$ cat config.mk
export PLATFORM = sky130hd
export DESIGN_NAME = quad_step_counter
export DESIGN_NICKNAME = d
export VERILOG_FILES = /design/src/rtl/qenc_pkg.sv /design/src/rtl/qenc_ctrl.sv /design/src/rtl/qenc_datapath.sv /design/src/rtl/quad_step_counter.sv
export SDC_FILE = /design/constraint.sdc
export NUM_CORES = 1
export LEC_CHECK = 0
export BUFFER_PORTS_ARGS = -buffer_cell sky130_fd_sc_hd__buf_4
export CAP_MARGIN = 40
export CORE_MARGIN = 5
export CORE_UTILIZATION = 55
export CTS_CLUSTER_DIAMETER = 40
export DETAILED_ROUTE_END_ITERATION = 16
export PLACE_DENSITY = 0.79
export REMOVE_ABC_BUFFERS = 1
export SYNTH_ARGS = -nofsm -noshare
export SYNTH_HDL_FRONTEND = slang
export SYNTH_SLANG_ARGS = --single-unit
$ cat constraint.sdc
create_clock -name clk -period 3.3 [get_ports clk]
set_input_delay 0.165 -clock clk [delete_from_list [all_inputs] [get_ports clk]]
set_output_delay 0.165 -clock clk [all_outputs]
set_load 0.005 [all_outputs]
$ cat src/rtl/qenc_pkg.sv
package qenc_pkg;

  typedef enum logic [1:0] {
    MODE_TICK   = 2'd0,
    MODE_EDGE_A = 2'd1,
    MODE_EDGE_B = 2'd2,
    MODE_BOTH   = 2'd3
  } cntMode_t;

  typedef struct packed {
    logic up;
    logic down;
  } stepCmd_t;

endpackage

$ cat src/rtl/qenc_ctrl.sv
module qenc_ctrl
  import qenc_pkg::*;
#(
  parameter int SYNC_STAGES = 2
) (
  input  logic       clk,
  input  logic       rstN,
  input  logic       chanA,
  input  logic       chanB,
  input  logic [1:0] modeSel,
  input  logic       cntEnable,
  input  logic       tickEn,
  output stepCmd_t   stepCmd
);

  localparam int LAST = SYNC_STAGES - 1;

  logic [LAST:0] shiftA, shiftB;
  logic          prevA, prevB;
  logic          levA, levB;
  logic          edgeA, edgeB;
  logic          takeA, takeB;
  cntMode_t      mode;

  // Two-flop (or deeper) synchroniser chain per channel.
  generate
    if (SYNC_STAGES > 1) begin : g_chain
      always_ff @(posedge clk or negedge rstN) begin
        if (!rstN) begin
          shiftA <= '0;
          shiftB <= '0;
        end else begin
          shiftA <= {shiftA[LAST-1:0], chanA};
          shiftB <= {shiftB[LAST-1:0], chanB};
        end
      end
    end else begin : g_single
      always_ff @(posedge clk or negedge rstN) begin
        if (!rstN) begin
          shiftA <= '0;
          shiftB <= '0;
        end else begin
          shiftA <= chanA;
          shiftB <= chanB;
        end
      end
    end
  endgenerate

  assign levA = shiftA[LAST];
  assign levB = shiftB[LAST];

  always_ff @(posedge clk or negedge rstN) begin
    if (!rstN) begin
      prevA <= 1'b0;
      prevB <= 1'b0;
    end else begin
      prevA <= levA;
      prevB <= levB;
    end
  end

  assign edgeA = levA ^ prevA;
  assign edgeB = levB ^ prevB;
  assign mode  = cntMode_t'(modeSel);

  always_comb begin
    takeA = 1'b0;
    takeB = 1'b0;
    case (mode)
      MODE_EDGE_A: takeA = edgeA && !edgeB;
      MODE_EDGE_B: takeB = edgeB && !edgeA;
      MODE_BOTH: begin
        takeA = edgeA && !edgeB;
        takeB = edgeB && !edgeA;
      end
      default: ;
    endcase
  end

  always_comb begin
    stepCmd = '0;
    if (mode == MODE_TICK) begin
      stepCmd.up = tickEn && cntEnable;
    end else if (takeA) begin
      // A leads B when the levels differ after an A edge.
      stepCmd.up   = levA ^ levB;
      stepCmd.down = !(levA ^ levB);
    end else if (takeB) begin
      stepCmd.up   = !(levA ^ levB);
      stepCmd.down = levA ^ levB;
    end
  end

  a_r11_single_step: assert property (@(posedge clk) disable iff (!rstN)
    $onehot0({stepCmd.up, stepCmd.down}));

  a_r10_dual_edge_ignored: assert property (@(posedge clk) disable iff (!rstN)
    (modeSel != 2'd0 && edgeA && edgeB) |-> !stepCmd.up && !stepCmd.down);

  a_r6_gated_tick: assert property (@(posedge clk) disable iff (!rstN)
    (modeSel == 2'd0 && !cntEnable) |-> !stepCmd.up && !stepCmd.down);

endmodule

$ cat src/rtl/qenc_datapath.sv
module qenc_datapath
  import qenc_pkg::*;
#(
  parameter int CNT_W = 16
) (
  input  logic             clk,
  input  logic             rstN,
  input  stepCmd_t         stepCmd,
  input  logic [CNT_W-1:0] autoReload,
  output logic [CNT_W-1:0] count,
  output logic             dirDown,
  output logic             wrapPulse
);

  localparam logic [CNT_W-1:0] ZERO = '0;
  localparam logic [CNT_W-1:0] ONE  = CNT_W'(1);

  logic atTop, atBottom;

  assign atTop    = count >= autoReload;
  assign atBottom = count == ZERO;

  always_ff @(posedge clk or negedge rstN) begin
    if (!rstN) begin
      count     <= ZERO;
      dirDown   <= 1'b0;
      wrapPulse <= 1'b0;
    end else begin
      wrapPulse <= 1'b0;
      if (stepCmd.up) begin
        dirDown <= 1'b0;
        if (atTop) begin
          count     <= ZERO;
          wrapPulse <= 1'b1;
        end else begin
          count <= count + ONE;
        end
      end else if (stepCmd.down) begin
        dirDown <= 1'b1;
        if (atBottom) begin
          count     <= autoReload;
          wrapPulse <= 1'b1;
        end else begin
          count <= count - ONE;
        end
      end
    end
  end

  a_r7_top_wrap: assert property (@(posedge clk) disable iff (!rstN)
    (stepCmd.up && count >= autoReload) |=> count == ZERO && wrapPulse);

  a_r8_bottom_reload: assert property (@(posedge clk) disable iff (!rstN)
    (stepCmd.down && count == ZERO) |=> count == $past(autoReload) && wrapPulse);

  a_r9_dir_up: assert property (@(posedge clk) disable iff (!rstN)
    stepCmd.up |=> !dirDown);

  a_r9_dir_down: assert property (@(posedge clk) disable iff (!rstN)
    stepCmd.down |=> dirDown);

  a_r11_hold: assert property (@(posedge clk) disable iff (!rstN)
    (!stepCmd.up && !stepCmd.down) |=> $stable(count) && $stable(dirDown) && !wrapPulse);

endmodule

$ cat src/rtl/quad_step_counter.sv
module quad_step_counter
  import qenc_pkg::*;
#(
  parameter int CNT_W       = 16,
  parameter int SYNC_STAGES = 2
) (
  input  logic             clk,
  input  logic             rstN,
  input  logic             chanA,
  input  logic             chanB,
  input  logic [1:0]       modeSel,
  input  logic             cntEnable,
  input  logic             tickEn,
  input  logic [CNT_W-1:0] autoReload,
  output logic [CNT_W-1:0] count,
  output logic             dirDown,
  output logic             wrapPulse
);

  stepCmd_t stepCmd;

  qenc_ctrl #(.SYNC_STAGES(SYNC_STAGES)) u_ctrl (
    .clk       (clk),
    .rstN      (rstN),
    .chanA     (chanA),
    .chanB     (chanB),
    .modeSel   (modeSel),
    .cntEnable (cntEnable),
    .tickEn    (tickEn),
    .stepCmd   (stepCmd)
  );

  qenc_datapath #(.CNT_W(CNT_W)) u_dp (
    .clk        (clk),
    .rstN       (rstN),
    .stepCmd    (stepCmd),
    .autoReload (autoReload),
    .count      (count),
    .dirDown    (dirDown),
    .wrapPulse  (wrapPulse)
  );

endmodule

== Word-level counts from Yosys, hierarchy flattened ==
Cells that the tools add are included.

* Flip-flop bits (word level): 24
* Bits in latches: 0
* Bits in writable memories: 0
* ROM bits: 0
* Bits of input ports: 24
* Output and inout bits: 18
* Word-level logic and storage cells: 43
* Memories kept: 0

* Add/subtract/negate cells: 2
* $mul: 0
* Div/mod/pow operators: 0
* Magnitude comparators: 1
* Eq/ne operators: 3
* Shift-type cells: 0
* Muxes and demuxes: 16
* Bitwise gates (word level): 3
* Reductions and logical operators: 11

{| class="wikitable"
|+ Operators by type and width
! operator !! count
|-
| $mux W16 || 4
|-
| $add A16 B1 Y16 const B || 1
|-
| $ge A16 B16 Y1 || 1
|-
| $logic_not A16 Y1 || 1
|-
| $sub A16 B1 Y16 const B || 1
|-
| $mux W1 || 10
|-
| $eq A2 B2 Y1 const B || 2
|-
| $mux W2 || 2
|-
| $reduce_or A2 Y1 || 2
|-
| $logic_and A1 B1 Y1 || 3
|-
| $logic_not A1 Y1 || 3
|-
| $xor A1 B1 Y1 || 3
|-
| $eq A2 B1 Y1 const B || 1
|-
| $logic_not A2 Y1 || 1
|-
| $reduce_bool A2 Y1 || 1
|}

== Longest topological paths before layout ==
* Depth after elaboration: 9
* Gate-level depth with buffers: 10
* Depth with buffers taken out: 8

== Hierarchy ==
Synthesis repeated with hierarchy kept, for this count alone.

* Cells, all modules: 287
* Area total of the unflattened synthesis: 2,364.8 um^2

{| class="wikitable"
|+ Modules (own cells, without submodules)
! module !! instances !! cells each !! area an instance (um^2) !! sequential area each (um^2)
|-
| qenc_datapath || 1 || 265 || 2,108.3 || 450.4
|-
| qenc_ctrl || 1 || 22 || 256.5 || 150.1
|}

== Least setup slack after synthesis ==
OpenSTA, ideal clock, no wires.

* Path type: register -> register
* From: register u_dp.count[0]
* To: register u_dp.count[10]
* Library setup time: 0.131 ns
* Arrival time: 2.202 ns
* Data required time: 3.169 ns
* Setup slack: 0.966 ns
* Cell stages (with the launch flop): 11
* Path buffers: 2
* Period minus slack after synthesis: 2.334 ns
* Cell sequence: dfrtp_1 -> clkbuf_1 -> inv_1 -> ha_1 -> or4b_4 -> buf_6 -> nor2_8 -> a32oi_1 -> mux2i_1 -> o22ai_1 -> or3_1

* Word-level cells in the longest chain between the ends: 4
* Elaborated cells between the ends (all ways): 8
* Classes of those cells: add/sub (2); order compare (1); mux (4); reduce/logical (1)

{| class="wikitable"
|+ Ends and longest elaborated chain
! what !! RTL line !! source
|-
| from (decl) || qenc_datapath.sv:10 || <nowiki>output logic [CNT_W-1:0] count,</nowiki>
|-
| from (signal assigned) || qenc_datapath.sv:36 || <nowiki>count <= count + ONE;</nowiki>
|-
| from (signal assigned) || qenc_datapath.sv:41 || <nowiki>count <= autoReload;</nowiki>
|-
| from (signal assigned) || qenc_datapath.sv:44 || <nowiki>count <= count - ONE;</nowiki>
|-
| $sub A16 B1 Y16 / $logic_not A16 Y1 (equally long branches) || qenc_datapath.sv:44, qenc_datapath.sv:21 ||
|-
| $mux W16 || qenc_datapath.sv:40 || <nowiki>if (atBottom) begin</nowiki>
|-
| $mux W16 || qenc_datapath.sv:38 || <nowiki>end else if (stepCmd.down) begin</nowiki>
|-
| $mux W16 (*) || qenc_datapath.sv:30 || <nowiki>if (stepCmd.up) begin</nowiki>
|}

Every way passes the cells marked *; elsewhere a longest branch is shown, timed or not. The select of a mux whose other input is x is not followed.
A chain may end at the register's enable or synchronous reset.

== Worst setup path in the final report ==
* From: register u_dp.count[2]
* To: register u_dp.count[4]

The elaborated chain is that of the path after synthesis.

==> flow_metrics.env <==
export IMPL_fp_row_count=23
export IMPL_first_global_vias=2120
export IMPL_worstHoldPathType="input port to flop"
export IMPL_p_leak_uw=0.00129
export IMPL_postSynthRegisterBits=24
export IMPL_critical_path_max_fanout=12
export IMPL_synthesis_yosys_warnings=0
export IMPL_dp_hpwl_um=4600
export IMPL_vdd_ir_drop_max_uv=358
export IMPL_fin_cells=368
export IMPL_setup_viol=0
export IMPL_relSlewSlack=0.551
export IMPL_critical_path_endpoint_type="flop"
export IMPL_postRouteWirelength_um=6230
export IMPL_detail_route_vias_per_cell=6.32
export IMPL_gr_usage_all_layers=0.242
export IMPL_tritoncts="done"
export IMPL_power_density_nw_per_um2=737
export IMPL_post_route_cells_drive_above_1_share=0.170
export IMPL_core_um2=3940
export IMPL_gr_total_overflow=0
export IMPL_ant_nets=0
export IMPL_port_buffers=41
export IMPL_synth_async_sr_flop_share=1.00
export IMPL_clock_root_buffer="sky130_fd_sc_hd__clkbuf_8"
export IMPL_final_setup_skew_ns=0.00235
export IMPL_synth_top_area_frac=0.271
export IMPL_fin_tns_setup_ns=0
export IMPL_timing_worst_slew_pin_value_ns=0.671
export IMPL_avg_inst_size_synth_um2=7.88
export IMPL_finalCritPeriodShare=0.790
export IMPL_synth_area_leaders="sky130_fd_sc_hd__dfrtp_1, sky130_fd_sc_hd__ha_1, sky130_fd_sc_hd__nand2_1"
export IMPL_power_net_switching_uw=917
export IMPL_timing_max_cap_violations=0
export IMPL_area_growth_from_synthesis_to_final_layout_pct=19.1
export IMPL_grt_setup_unrepaired="false"
export IMPL_global_route_wire_length_before_repair_um=10200
export IMPL_clk_pin_slew_worst_paths_ns=0.09
export IMPL_pwr_share_clk=0.138
export IMPL_wl_per_cell_um=16.9
export IMPL_final_max_slew_viol_count=0
export IMPL_synth_cells_most_frequent="sky130_fd_sc_hd__nand2_1, sky130_fd_sc_hd__dfrtp_1, sky130_fd_sc_hd__inv_1"
export IMPL_synth_most_common_cell="sky130_fd_sc_hd__nand2_1"
export IMPL_chipWidth_um=73.5
export IMPL_internal_power_uw=1030
export IMPL_worstSkewPairLatency_ns=0.27
export IMPL_die_y_um=73.5
export IMPL_antenna_diode_count=0
export IMPL_critPathArrivalTime_ns=2.83
export IMPL_antenna_found_initial=0
export IMPL_placed_cells=361
export IMPL_period_minus_slack_ns=2.61
export IMPL_worst_ep_required_ns=3.52
export IMPL_comb_power_share=0.556
export IMPL_grt_max_degree=25
export IMPL_synth_cell_types=49
export IMPL_yosysSeqAreaShare=0.271
export IMPL_crit_chain="ha_1, a211oi_1, o21ai_0, a32oi_1, nand4_1, buf_4, nor3b_1, a211o_1"
export IMPL_sequential_cell_fraction_of_total_power=0.306
export IMPL_final_nets=362
export IMPL_sw_frac_of_total=0.471
export IMPL_gp_congestion=0.941
export IMPL_synthesis_area_um2=2210
export IMPL_number_of_vias_in_the_routed_layout=2326
export IMPL_postSynthCellCount=281
export IMPL_cpMaxStageDelayCell="sky130_fd_sc_hd__dfrtp_1"
export IMPL_clockBufferDepth=2
export IMPL_cts_buffers=3
export IMPL_cp_top_family="compound AO/OA/AOI/OAI gates"
export IMPL_synth_area_leader_cell="sky130_fd_sc_hd__dfrtp_1"
export IMPL_ios=42
export IMPL_number_of_flops_mapped_to_enable_cells_by_yosys=0
export IMPL_maxClockFrequency_ghz=0.383
export IMPL_ctsResizeCount=0
export IMPL_drtPass1Iterations=5
export IMPL_cts_max_level=1
export IMPL_criticalPathCategory="flop to flop"
export IMPL_crit_path_max_incr_delay_ns=0.56
export IMPL_numClockSinks=24
export IMPL_initial_utilization=0.562
export IMPL_finalHoldViolations=0
export IMPL_path_buf_inv=1
export IMPL_route_detailed_drc=0
export IMPL_result_of_the_run="complete, no violations"
export IMPL_yosys_most_used_dff="sky130_fd_sc_hd__dfrtp_1"
export IMPL_post_route_util=0.669
export IMPL_critical_path_startpoint_type="flop"
export IMPL_dieArea_um2=5400
export IMPL_drt_first_iter_violations=260
==> power groups by stage <==
stage	Clock (uW)	Sequential, uW	Combinational (uW)
after floorplan	0	552	709
after global placement	0	590	1050
after detailed placement	0	597	1060
after CTS	272	590	1080
after global routing	288	616	1200
final	268	595	1080
==> flip-flops by register name, summed over array words and instances, names as in the netlist <==
register and cells:
u_ctrl.shiftA 2, u_dp.count 16, u_ctrl.prevA 1, u_ctrl.shiftB 2
u_ctrl.prevB 1, u_dp.wrapPulse 1, u_dp.dirDown 1
==> layout make-up <==
class	count	area, um^2
inverter	21	78.8
tap	50	62.6
sequential	24	601
fill	350	1310
clock buffer	3	41.3
multi-input combinational	221	1460
timing repair buffer	48	368
clock inverter	1	30.0
==> placed cells by master (no fill, tap or decap), types with 5 or more instances in the layout <==
cell type / Yosys / layout
sky130_fd_sc_hd__or3_1: 9 / 9
sky130_fd_sc_hd__o21ai_0: 17 / 17
sky130_fd_sc_hd__ha_1: 19 / 19
sky130_fd_sc_hd__nand4_1: 5 / 5
sky130_fd_sc_hd__a211o_1: 5 / 5
sky130_fd_sc_hd__o22ai_1: 5 / 5
sky130_fd_sc_hd__buf_4: 0 / 45
sky130_fd_sc_hd__nand3_1: 16 / 16
sky130_fd_sc_hd__nor2_1: 18 / 18
sky130_fd_sc_hd__a21oi_1: 14 / 14
sky130_fd_sc_hd__a211oi_1: 5 / 5
sky130_fd_sc_hd__inv_1: 21 / 21
sky130_fd_sc_hd__nand2_1: 27 / 27
sky130_fd_sc_hd__nor3_1: 12 / 12
sky130_fd_sc_hd__and3_1: 8 / 8
sky130_fd_sc_hd__dfrtp_1: 24 / 24
sky130_fd_sc_hd__o211ai_1: 7 / 7
==> final timing paths <==
path	to	start	depth (start not counted)	slack (ns)
setup / recovery	u_dp.count[4]	u_dp.count[2]	8	0.69
hold / removal	u_dp.count[9]	autoReload[9]	3	0.17
setup reg to reg	u_dp.count[4]	u_dp.count[2]	8	0.69
hold reg to reg	u_ctrl.shiftA[1]	u_ctrl.shiftA[0]	0	0.36
max in group asynchronous	u_ctrl.prevA	rstN	2	2.73
min in group asynchronous	u_dp.count[11]	rstN	2	0.32
==> worst reg2reg max path: stages, from the launching register on <==
cell	delay, ns
sky130_fd_sc_hd__dfrtp_1	0.56
sky130_fd_sc_hd__ha_1	0.31
sky130_fd_sc_hd__a211oi_1	0.22
sky130_fd_sc_hd__o21ai_0	0.17
sky130_fd_sc_hd__a32oi_1	0.27
sky130_fd_sc_hd__nand4_1	0.35
sky130_fd_sc_hd__buf_4	0.31
sky130_fd_sc_hd__nor3b_1	0.23
sky130_fd_sc_hd__a211o_1	0.13
==> per-layer routing <==
metal / vias up / part of all wire / GRT usage / wire length [um]
met5: - / 0 / 0 / 0
met4: 0 / 0.021 / 0.0765 / 131
met3: 11 / 0.066 / 0.0328 / 410
met2: 89 / 0.49 / 0.394 / 3050
met1: 1112 / 0.42 / 0.330 / 2640
li1: 1114 / - / - / -
==> cell families (layout without fill, tap and decap cells) <==
group | count (synthesis) | after routing | share of synthesized area
buf+inv | 36 | 73 | 0.0712
fa+ha+maj | 19 | 19 | 0.107
xor+xnor | 8 | 8 | 0.0316
mux | 1 | 1 | 0.00452
simple gates | 119 | 119 | 0.292
compound gates | 74 | 74 | 0.223
flops | 24 | 24 | 0.271
==> timing repair <==
item,in CTS,in global routing
hold buffers,3,0
buffers inserted,0,0
endpoints found under the hold margin,26,0
==> per-stage QoR <==
step / hold WS, ns / setup slack (ns) / power, uW / instance area [um^2]
floorplan: -0.131 / 0.951 / 1260 / 2140
global placement: 0.0918 / 0.852 / 1640 / 2540
detailed placement: 0.0882 / 0.793 / 1660 / 2540
CTS: 0.176 / 0.742 / 1940 / 2640
global route: 0.179 / 0.476 / 2110 / 2640
finish: 0.175 / 0.692 / 1940 / 2640
(Power assumes the default switching activity.)
